`src/rtl/flash_prog_seq.sv`:
```
module flash_prog_seq #(
  parameter int AW = 16,
  parameter int DW = 16,
  parameter int WE_PULSE = 2,
  parameter int RD_WAIT = 3,
  parameter logic [AW-1:0] CMD_OFS = 'h8000,
  parameter logic [AW-1:0] WIN_BASE = 'h8000
) (
  input  logic          clk,
  input  logic          rst_n,
  input  logic          req_valid,
  input  logic          req_write,
  input  logic [AW-1:0] req_addr,
  input  logic [DW-1:0] req_wdata,
  output logic          busy,
  output logic          err,
  output logic          rd_valid,
  output logic [DW-1:0] rd_data,
  output logic [AW-1:0] fl_addr,
  output logic [DW-1:0] fl_dout,
  output logic          fl_dq_oe,
  input  logic [DW-1:0] fl_dq_in,
  output logic          fl_ce_n,
  output logic          fl_we_n,
  output logic          fl_oe_n,
  output logic          fl_byte_n
);
  localparam int MAXC = (WE_PULSE > RD_WAIT) ? WE_PULSE : RD_WAIT;
  localparam int CW = $clog2(MAXC + 1);
  localparam logic [AW-1:0] UNLOCK_A = AW'('h5555) + CMD_OFS;
  localparam logic [AW-1:0] UNLOCK_B = AW'('h2AAA) + CMD_OFS;

  typedef enum logic [2:0] {S_IDLE, S_SET, S_WE, S_HOLD, S_RSET, S_ROE} st_t;
  st_t st;
  logic [1:0]    step;
  logic [CW-1:0] cnt;
  logic [AW-1:0] ua;
  logic [DW-1:0] ud;

  function automatic logic [AW-1:0] cyc_addr(input logic [1:0] s, input logic [AW-1:0] u);
    case (s)
      2'd1:    cyc_addr = UNLOCK_B;
      2'd3:    cyc_addr = u;
      default: cyc_addr = UNLOCK_A;
    endcase
  endfunction

  function automatic logic [DW-1:0] cyc_data(input logic [1:0] s, input logic [DW-1:0] u);
    case (s)
      2'd0:    cyc_data = DW'('h00AA);
      2'd1:    cyc_data = DW'('h0055);
      2'd2:    cyc_data = DW'('h00A0);
      default: cyc_data = u;
    endcase
  endfunction

  always_ff @(posedge clk) begin
    if (!rst_n) begin
      st <= S_IDLE; step <= '0; cnt <= '0; ua <= '0; ud <= '0;
      fl_addr <= '0; fl_dout <= '0; err <= 1'b0; rd_valid <= 1'b0; rd_data <= '0;
    end else begin
      err <= 1'b0;
      rd_valid <= 1'b0;
      case (st)
        S_IDLE: if (req_valid) begin
          if (!req_write) begin
            fl_addr <= req_addr;
            st <= S_RSET;
          end else if (req_addr >= WIN_BASE) begin
            ua <= req_addr; ud <= req_wdata; step <= 2'd0;
            fl_addr <= UNLOCK_A; fl_dout <= DW'('h00AA);
            st <= S_SET;
          end else begin
            err <= 1'b1;
          end
        end
        S_SET: begin cnt <= CW'(WE_PULSE - 1); st <= S_WE; end
        S_WE: if (cnt == '0) st <= S_HOLD; else cnt <= cnt - 1'b1;
        S_HOLD: if (step == 2'd3) st <= S_IDLE;
          else begin
            step <= step + 2'd1;
            fl_addr <= cyc_addr(step + 2'd1, ua);
            fl_dout <= cyc_data(step + 2'd1, ud);
            st <= S_SET;
          end
        S_RSET: begin cnt <= CW'(RD_WAIT - 1); st <= S_ROE; end
        S_ROE: if (cnt == '0) begin
            rd_data <= fl_dq_in; rd_valid <= 1'b1; st <= S_IDLE;
          end else cnt <= cnt - 1'b1;
        default: st <= S_IDLE;
      endcase
    end
  end

  assign busy      = (st != S_IDLE);
  assign fl_ce_n   = (st == S_IDLE);
  assign fl_we_n   = (st != S_WE);
  assign fl_oe_n   = (st != S_ROE);
  assign fl_dq_oe  = (st == S_SET) || (st == S_WE) || (st == S_HOLD);
  assign fl_byte_n = 1'b1;

  assert_setup_stable_R6: assert property (@(posedge clk) disable iff (!rst_n)
    $fell(fl_we_n) |-> $stable(fl_addr) && $stable(fl_dout) && $past(!fl_ce_n));
  assert_hold_stable_R6: assert property (@(posedge clk) disable iff (!rst_n)
    $rose(fl_we_n) |-> $stable(fl_addr) && $stable(fl_dout) && !fl_ce_n);
  assert_oe_off_when_driving_R7: assert property (@(posedge clk) disable iff (!rst_n)
    (fl_dq_oe || !fl_we_n) |-> fl_oe_n);
  assert_write_in_window_R3: assert property (@(posedge clk) disable iff (!rst_n)
    !fl_we_n |-> fl_addr >= WIN_BASE);
  assert_err_only_idle_R4: assert property (@(posedge clk) disable iff (!rst_n)
    err |-> !busy && $past(!busy));
  assert_read_after_oe_R8: assert property (@(posedge clk) disable iff (!rst_n)
    rd_valid |-> $past(!fl_oe_n) && fl_we_n);
  assert_ce_with_we_R5: assert property (@(posedge clk) disable iff (!rst_n)
    !fl_we_n |-> !fl_ce_n && busy);
endmodule

```
`config.mk`:
```
export PLATFORM = sky130hd
export DESIGN_NAME = flash_prog_seq
export DESIGN_NICKNAME = d
export VERILOG_FILES = /design/src/rtl/flash_prog_seq.sv
export SDC_FILE = /design/constraint.sdc
export NUM_CORES = 1
export LEC_CHECK = 0
export BUFFER_PORTS_ARGS = -buffer_cell sky130_fd_sc_hd__buf_2
export CORE_MARGIN = 1.5
export CORE_UTILIZATION = 33
export CTS_BUF_LIST = sky130_fd_sc_hd__clkbuf_4 sky130_fd_sc_hd__clkbuf_8
export DETAILED_ROUTE_END_ITERATION = 8
export PLACE_DENSITY = 0.56
export SYNTH_ARGS = -nofsm -noshare
export SYNTH_HDL_FRONTEND = slang
export SYNTH_SLANG_ARGS = --single-unit
```
`constraint.sdc`:
```
create_clock -name clk -period 3.2 [get_ports clk]
set_clock_uncertainty 0.05 [all_clocks]
set_input_delay 0.8 -clock clk [delete_from_list [all_inputs] [get_ports clk]]
set_output_delay 0.8 -clock clk [all_outputs]
set_load 0.01 [all_outputs]
```
==> results.md, run 1 <==
* Cell at the root of the clock tree: sky130_fd_sc_hd__clkbuf_8
* Hold buffer count at CTS at 0
* Sequential cell area fraction in the yosys report at 0.4521
* Die extent in x at 112.3 µm
* Share of synthesized registers carrying an async set or reset at 0
* Clk pin slew, worst setup/hold paths at 0.09 ns
* Crit-path max FO at 17
* Actual transition at the worst max-transition pin at 1.098 ns
* Post-Route Hold Slack at 0.4026 ns
* Post-place setup slack at 0.6229 ns
* Clock sink count at 89
* Post-route ant nets at 0
* Category of the worst setup path launch point: register
* Multi-input combinational cell area at 1884 µm²
* Average instance area after synthesis at 8.043 µm²
* Setup CP Type: register to output pin
* Storage cell area at 1782 µm²
* Fmax at 389.3 MHz
* Number of slew-limit violations in the final report at 0
* Fraction of layout instances using a drive strength above 1 at 0.2496
* Total of endpoints with negative setup slack in the final report at 0
* Count of filler cells inserted in the layout at 1213
* CTS-repair resized insts at 0
* Worst reg2reg path depth at 4
* Final cell area excluding filler cells at 4673 µm²
* Largest stage delay on the critical path at 0.75 ns
* Number of warning messages in the yosys log at 0
* Slew margin rel. at 0.2677
* Final Cycle Share at 0.8027
* GP Congestion at 0.7725
* Netlist cell types at 50
* Layout area overhead at 18.57%
* Count of vias placed by the detailed router at 3571
* Cell family contributing the most delay on the critical path: flip-flops
* Hold Path Class: register to register
* Worst path cell trace: nor2b_2, nand2_1, buf_2
* Leading cell type by number of instances after synthesis: sky130_fd_sc_hd__nand2_1
* Die H at 112.3 µm
* Hold path startpoint: ud[0]
* Cell type contributing the most total cell area after synthesis: sky130_fd_sc_hd__dfxtp_1
* Synth Register Bits at 89
* Total Die Area at 12610 µm²
* Wire length of the first global-routing pass at 16220 µm
* Netlist Area Pre-Place at 3941 µm²
* Unrepaired setup endpoints after global routing: no
* Antenna violations before repair at 0
* Detailed-route vias per instance at 4.960
* Smallest setup slack after layout at 0.6313 ns
* Internal Dissipation at 1.833 mW
* CP max stage cell: sky130_fd_sc_hd__dfxtp_1
* Count of H-tree levels built during CTS at 3
* Part of the total power dissipated in sequential elements at 0.477
* Worst setup slack for register-to-register paths at 0.86 ns
* Number of input and output port buffers inserted at 106
* Maximum VDD drop at 0.2390 mV
* Final-stage net count at 630
* Psw at 0.7757 mW
* Number of violations reported at the end of detailed-routing iteration 0 at 240
* Cell types occupying the most area after synthesis: sky130_fd_sc_hd__dfxtp_1 (45%), sky130_fd_sc_hd__nand2_1 (12%), sky130_fd_sc_hd__a21oi_1 (11%)
* Total inserted antenna cells at 0
* Post CTS Setup Buffer Count at 0
* Status: completed
* Global-route usage over all layers at 0.1614
* Number of violations of the max-capacitance limit at 0
* Min Clock Period, post-route at 2.569 ns
* Setup TNS after final layout at 0 ns
* Synthesized netlist cell count at 490
* Routed wire length at 9983 µm
* Synthesized net count at 548
* Leakage power of the design at 1.887 nW
* Power density relative to cell area at 558.1 nW/µm²
* Combined buffer and inverter count along the critical path at 1
* Capture instance of the worst register-to-register path: ua[0]
* Crit path capture: fl_oe_n
* Grt total ovfl at 0
* Number of logic stages on the critical path including buffering at 3
* Type of element capturing the critical path: output pin
* Pin count of the biggest net entering global routing at 44
* Arrival time worst endpoint at 1.72 ns
* Placed wire-length estimate at 6874 µm
* Number of buffers on the longest clock path at 2
* Count of TritonRoute iterations in the first routing pass at 8
* Via count of the first global-routing pass at 3356
* Initial core utilization at 0.3422
* Required arrival time at the worst endpoint at 2.35 ns
* EDFF count, synth at 0
* Switching Share at 0.2974
* Final hold viol count at 0
* Core region area at 11520 µm²
* CTS tree: built
* Routed wirelength normalized by instance count at 13.87 µm
* TritonCTS Buffers at 9
* Remaining routing DRC violations at 0
* Ports at 108
* Part of the total power dissipated in combinational logic at 0.207
* Fraction of the core area covered by cells at the end of the flow at 0.4058
* Clock insertion delay at the later pin of the skew report at 0.37 ns
* Worst setup path start: st[0]
* Most used DFF post-synth: sky130_fd_sc_hd__dfxtp_1
* Startpoint of the worst register-to-register path: st[0]
* Placement Cell Area at 4459 µm²
* Power share of the clock group at 0.316
* Top post-synthesis cells by count: sky130_fd_sc_hd__nand2_1 (125), sky130_fd_sc_hd__dfxtp_1 (89), sky130_fd_sc_hd__a21oi_1 (83)
* Number of placement rows at 39
* Share of the synthesized area in the top cell type at 0.4521
==> cell type report <==
cell class	instances	share of cell area
well taps	143	0.03829
clock buffers	12	0.03534
inverters	7	0.005622
repair buffers	112	0.1258
multi-input cells	353	0.4032
clock inverters	4	0.01044
flip-flops and latches	89	0.3813
==> cell families (layout without fill, tap and decap cells) <==
kind of cell,count (synthesis),count (layout),synth area share
AO/OA/AOI/OAI,117,117,0.1756
XOR/XNOR,1,1,0.002223
adder cells (fa/ha/maj),6,6,0.01905
buffers and inverters,48,135,0.06984
flip-flops,89,89,0.4521
multiplexers,1,1,0.002540
other,1,1,0.0009515
AND/OR/NAND/NOR,227,227,0.2778
==> how the worst min path moves through the flow <==
stage | endpoint | slack [ns] | cells after the start
after floorplan | ud[0] | 0.38 | 2
after global placement | ud[6] | 0.39 | 2
after detailed placement | ud[0] | 0.39 | 2
after CTS | fl_dout[13] | 0.41 | 2
after global routing | ua[1] | 0.42 | 2
final | ud[0] | 0.40 | 2
==> layer usage <==
metal  GRT usage  wire length [µm]
met5           0                 0
met4     0.04895               112
met3     0.03996               496
met2      0.2679              4801
met1      0.2082              4573
==> power groups by stage <==
| stage | Combinational (mW) | Sequential [mW] | Clock [mW] |
|---|---|---|---|
| after floorplan | 0.397 | 1.27 | 0 |
| after global routing | 0.604 | 1.26 | 0.895 |
| after CTS | 0.548 | 1.25 | 0.848 |
| after global placement | 0.538 | 1.27 | 0 |
| final | 0.539 | 1.24 | 0.825 |
| after detailed placement | 0.547 | 1.27 | 0 |
==> flip-flops by register name (all words and copies together), names as in the netlist <==
register	cells
cnt	2
step	2
err	1
rd_data	16
ud	16
fl_addr	16
rd_valid	1
st	3
ua	16
fl_dout	16
==> layout by cell type, fill, tap and decap left out, drive strengths merged, types with 2 or more instances in the layout <==
master,n
a211oi,4
a21oi,83
buf,112
clkbuf,12
clkinv,2
dfxtp,89
ha,6
inv,8
nand2,125
nand2b,5
nand3,6
nand3b,2
nand4,9
nor2,34
nor2b,10
nor3,19
nor3b,7
o21ai,13
o311ai,9
or2,2
==> per-stage QoR <==
| stage | power [mW] | instances |
|---|---|---|
| after detailed placement | 1.819 | 704 |
| after floorplan | 1.668 | 490 |
| after global routing | 2.756 | 720 |
| after CTS | 2.642 | 720 |
| after global placement | 1.805 | 704 |
| final | 2.608 | 720 |
==> worst min-delay path: stages (launching register included) <==
cell and delay, ns:
sky130_fd_sc_hd__dfxtp_1 0.31, sky130_fd_sc_hd__nand2_1 0.05, sky130_fd_sc_hd__a21oi_1 0.05
(Power assumes the default switching activity.)
==> inputs of run 2 (changes only) <==
ABC_AREA = 1   (was not set)
PLACE_DENSITY = 0.58   (was 0.56)
clock period = 2.11 ns   (was 3.2 ns; I/O delays follow)
==> run 2 against run 1 <==
The run now ends with design-rule violations left. Hold slack got worse by 0.059 ns. Clock-buffer cell count fell by 2. Critical endpoint is now fl_ce_n. Global-route usage rose by 0.38 points. Die area barely moved. Cell area rose by 2.9%. Non-clock buffer count rose by 5. Clock power rose by 59%. Highest routed layer unchanged. Synthesized cell count rose by 15%.
==> results.md, run 2 <==
* Required arrival time at the worst endpoint at 1.53 ns
* Via count of the first global-routing pass at 3557
* Power density relative to cell area at 1122 nW/µm²
* Part of the total power dissipated in sequential elements at 0.403
* Clock insertion delay at the later pin of the skew report at 0.37 ns
* Final-stage net count at 716
* Detailed-route vias per instance at 4.625
* Power share of the clock group at 0.243
* GP Congestion at 0.7553
* Count of TritonRoute iterations in the first routing pass at 7
* Share of synthesized registers carrying an async set or reset at 0
* Share of the synthesized area in the top cell type at 0.4522
* Cell type contributing the most total cell area after synthesis: sky130_fd_sc_hd__dfxtp_1
* Number of slew-limit violations in the final report at 0
* Antenna violations before repair at 0
* Synth Register Bits at 89
* Arrival time worst endpoint at 1.39 ns
* Netlist cell types at 26
* Total inserted antenna cells at 0
* Routed wirelength normalized by instance count at 12.38 µm
* Average instance area after synthesis at 6.998 µm²
* Routed wire length at 9981 µm
* Leading cell type by number of instances after synthesis: sky130_fd_sc_hd__nor2_1
* Post-place setup slack at 0.2587 ns
* Final hold viol count at 0
* Final Cycle Share at 0.9328
* Ports at 108
* Synthesized netlist cell count at 563
* Synthesized net count at 621
* Placed wire-length estimate at 7133 µm
* Leakage power of the design at 2.328 nW
* Pin count of the biggest net entering global routing at 47
* Number of violations reported at the end of detailed-routing iteration 0 at 179
* Switching Share at 0.3715
* CTS tree: built
* Post CTS Setup Buffer Count at 0
* Hold buffer count at CTS at 0
* Top post-synthesis cells by count: sky130_fd_sc_hd__nor2_1 (136), sky130_fd_sc_hd__dfxtp_1 (89), sky130_fd_sc_hd__o21ai_0 (86)
* Internal Dissipation at 3.390 mW
* Number of input and output port buffers inserted at 106
* Layout area overhead at 22.04%
* Initial core utilization at 0.3421
* Number of buffers on the longest clock path at 2
* Setup TNS after final layout at 0 ns
* Smallest setup slack after layout at 0.1418 ns
* Count of H-tree levels built during CTS at 3
* CTS-repair resized insts at 0
* EDFF count, synth at 0
* Unrepaired setup endpoints after global routing: no
* Global-route usage over all layers at 0.1652
* Type of element capturing the critical path: output pin
* Most used DFF post-synth: sky130_fd_sc_hd__dfxtp_1
* Maximum VDD drop at 0.3966 mV
* Number of placement rows at 39
* Min Clock Period, post-route at 1.968 ns
* Netlist Area Pre-Place at 3940 µm²
* Storage cell area at 1782 µm²
* Wire length of the first global-routing pass at 16850 µm
* Number of violations of the max-capacitance limit at 0
* Psw at 2.004 mW
* Count of filler cells inserted in the layout at 1253
* Status: finished, violations left
* Post-route ant nets at 0
* Total of endpoints with negative setup slack in the final report at 0
* Clock sink count at 89
* Count of vias placed by the detailed router at 3728
* Commonest cells after routing, fill and taps aside: sky130_fd_sc_hd__nor2_1 (136), sky130_fd_sc_hd__buf_2 (106), sky130_fd_sc_hd__dfxtp_1 (89)
* Grt total ovfl at 0
* Total Die Area at 12600 µm²
* Setup CP Type: register to output pin
* Number of warning messages in the yosys log at 0
* Worst reg2reg path depth at 6
* Most common library cell in the layout ignoring fill and taps: sky130_fd_sc_hd__nor2_1
* Hold Path Class: input port to register
* Remaining routing DRC violations at 5
* Instance count along the most critical hold path at 3
* Violated checks: design-rule violations
* TritonCTS Buffers at 9
* Die extent in x at 112.3 µm
* Die H at 112.3 µm
* Part of the total power dissipated in combinational logic at 0.354
* Cell types occupying the most area after synthesis: sky130_fd_sc_hd__dfxtp_1 (45%), sky130_fd_sc_hd__nor2_1 (13%), sky130_fd_sc_hd__o21ai_0 (11%)
* Multi-input combinational cell area at 1779 µm²
* Fmax at 508.1 MHz
* Category of the worst setup path launch point: register
* Clk pin slew, worst setup/hold paths at 0.09 ns
* Crit-path max FO at 7
* Fraction of layout instances using a drive strength above 1 at 0.2202
* Core region area at 11520 µm²
* Sequential cell area fraction in the yosys report at 0.4522
* Cell at the root of the clock tree: sky130_fd_sc_hd__clkbuf_8
[run 2: critical path: stages, from the launching register on]
cell	delay [ns]
sky130_fd_sc_hd__dfxtp_1	0.40
sky130_fd_sc_hd__nor2_4	0.22
sky130_fd_sc_hd__nand2_1	0.16
sky130_fd_sc_hd__inv_2	0.12
sky130_fd_sc_hd__buf_2	0.14
[run 2: cell families (layout without fill, tap and decap cells)]
family,Yosys count,count (layout),share of synthesized area
adders and majority gates,6,6,0.01905
other,1,1,0.0009518
DFF,89,89,0.4522
buffers and inverters,88,188,0.09622
and+or+nand+nor,246,246,0.2626
AOI/OAI and AO/OA,133,133,0.1689
[run 2: routing by layer]
metal / vias up / routed length (µm) / global-route usage
met5: - / 0 / 0
met4: 0 / 171 / 0.07089
met3: 12 / 653 / 0.04482
met2: 105 / 4538 / 0.2618
met1: 1640 / 4618 / 0.2126
li1: 1971 / - / -
[run 2: path summary, 6_finish.rpt]
check / start / slack (ns) / endpoint
max reg2reg: step[0] / 0.39 / fl_dout[0]
max: st[0] / 0.14 / fl_ce_n
min: req_wdata[10] / 0.34 / ud[10]
min reg2reg: rd_data[12] / 0.39 / rd_data[12]
[run 2: cell type report]
type	instances	area share
tap	143	0.03721
inverter	55	0.04294
multi-input combinational	386	0.3700
timing repair buffer	117	0.1327
sequential	89	0.3705
clock inverter	6	0.01926
clock buffer	10	0.02732
[run 2: per-stage QoR]
stage / hold WS (ns) / cell area, µm² / cells / util / power [mW]
CTS: 0.3263 / 4808 / 806 / 0.4175 / 5.463
detailed placement: 0.3831 / 4584 / 790 / 0.3981 / 4.141
finish: 0.3438 / 4808 / 806 / 0.4175 / 5.393
floorplan: 0.3800 / 3940 / 563 / - / 3.547
global route: 0.3367 / 4808 / 806 / 0.4175 / 5.844
global placement: 0.3792 / 4584 / 790 / 0.3981 / 4.100
[run 2: power by group through the flow]
stage / Clock, mW / Combinational [mW] / Sequential, mW
global route: 1.42 / 2.21 / 2.21
finish: 1.31 / 1.91 / 2.17
global placement: 0 / 1.89 / 2.21
CTS: 1.35 / 1.94 / 2.18
detailed placement: 0 / 1.93 / 2.21
floorplan: 0 / 1.27 / 2.28
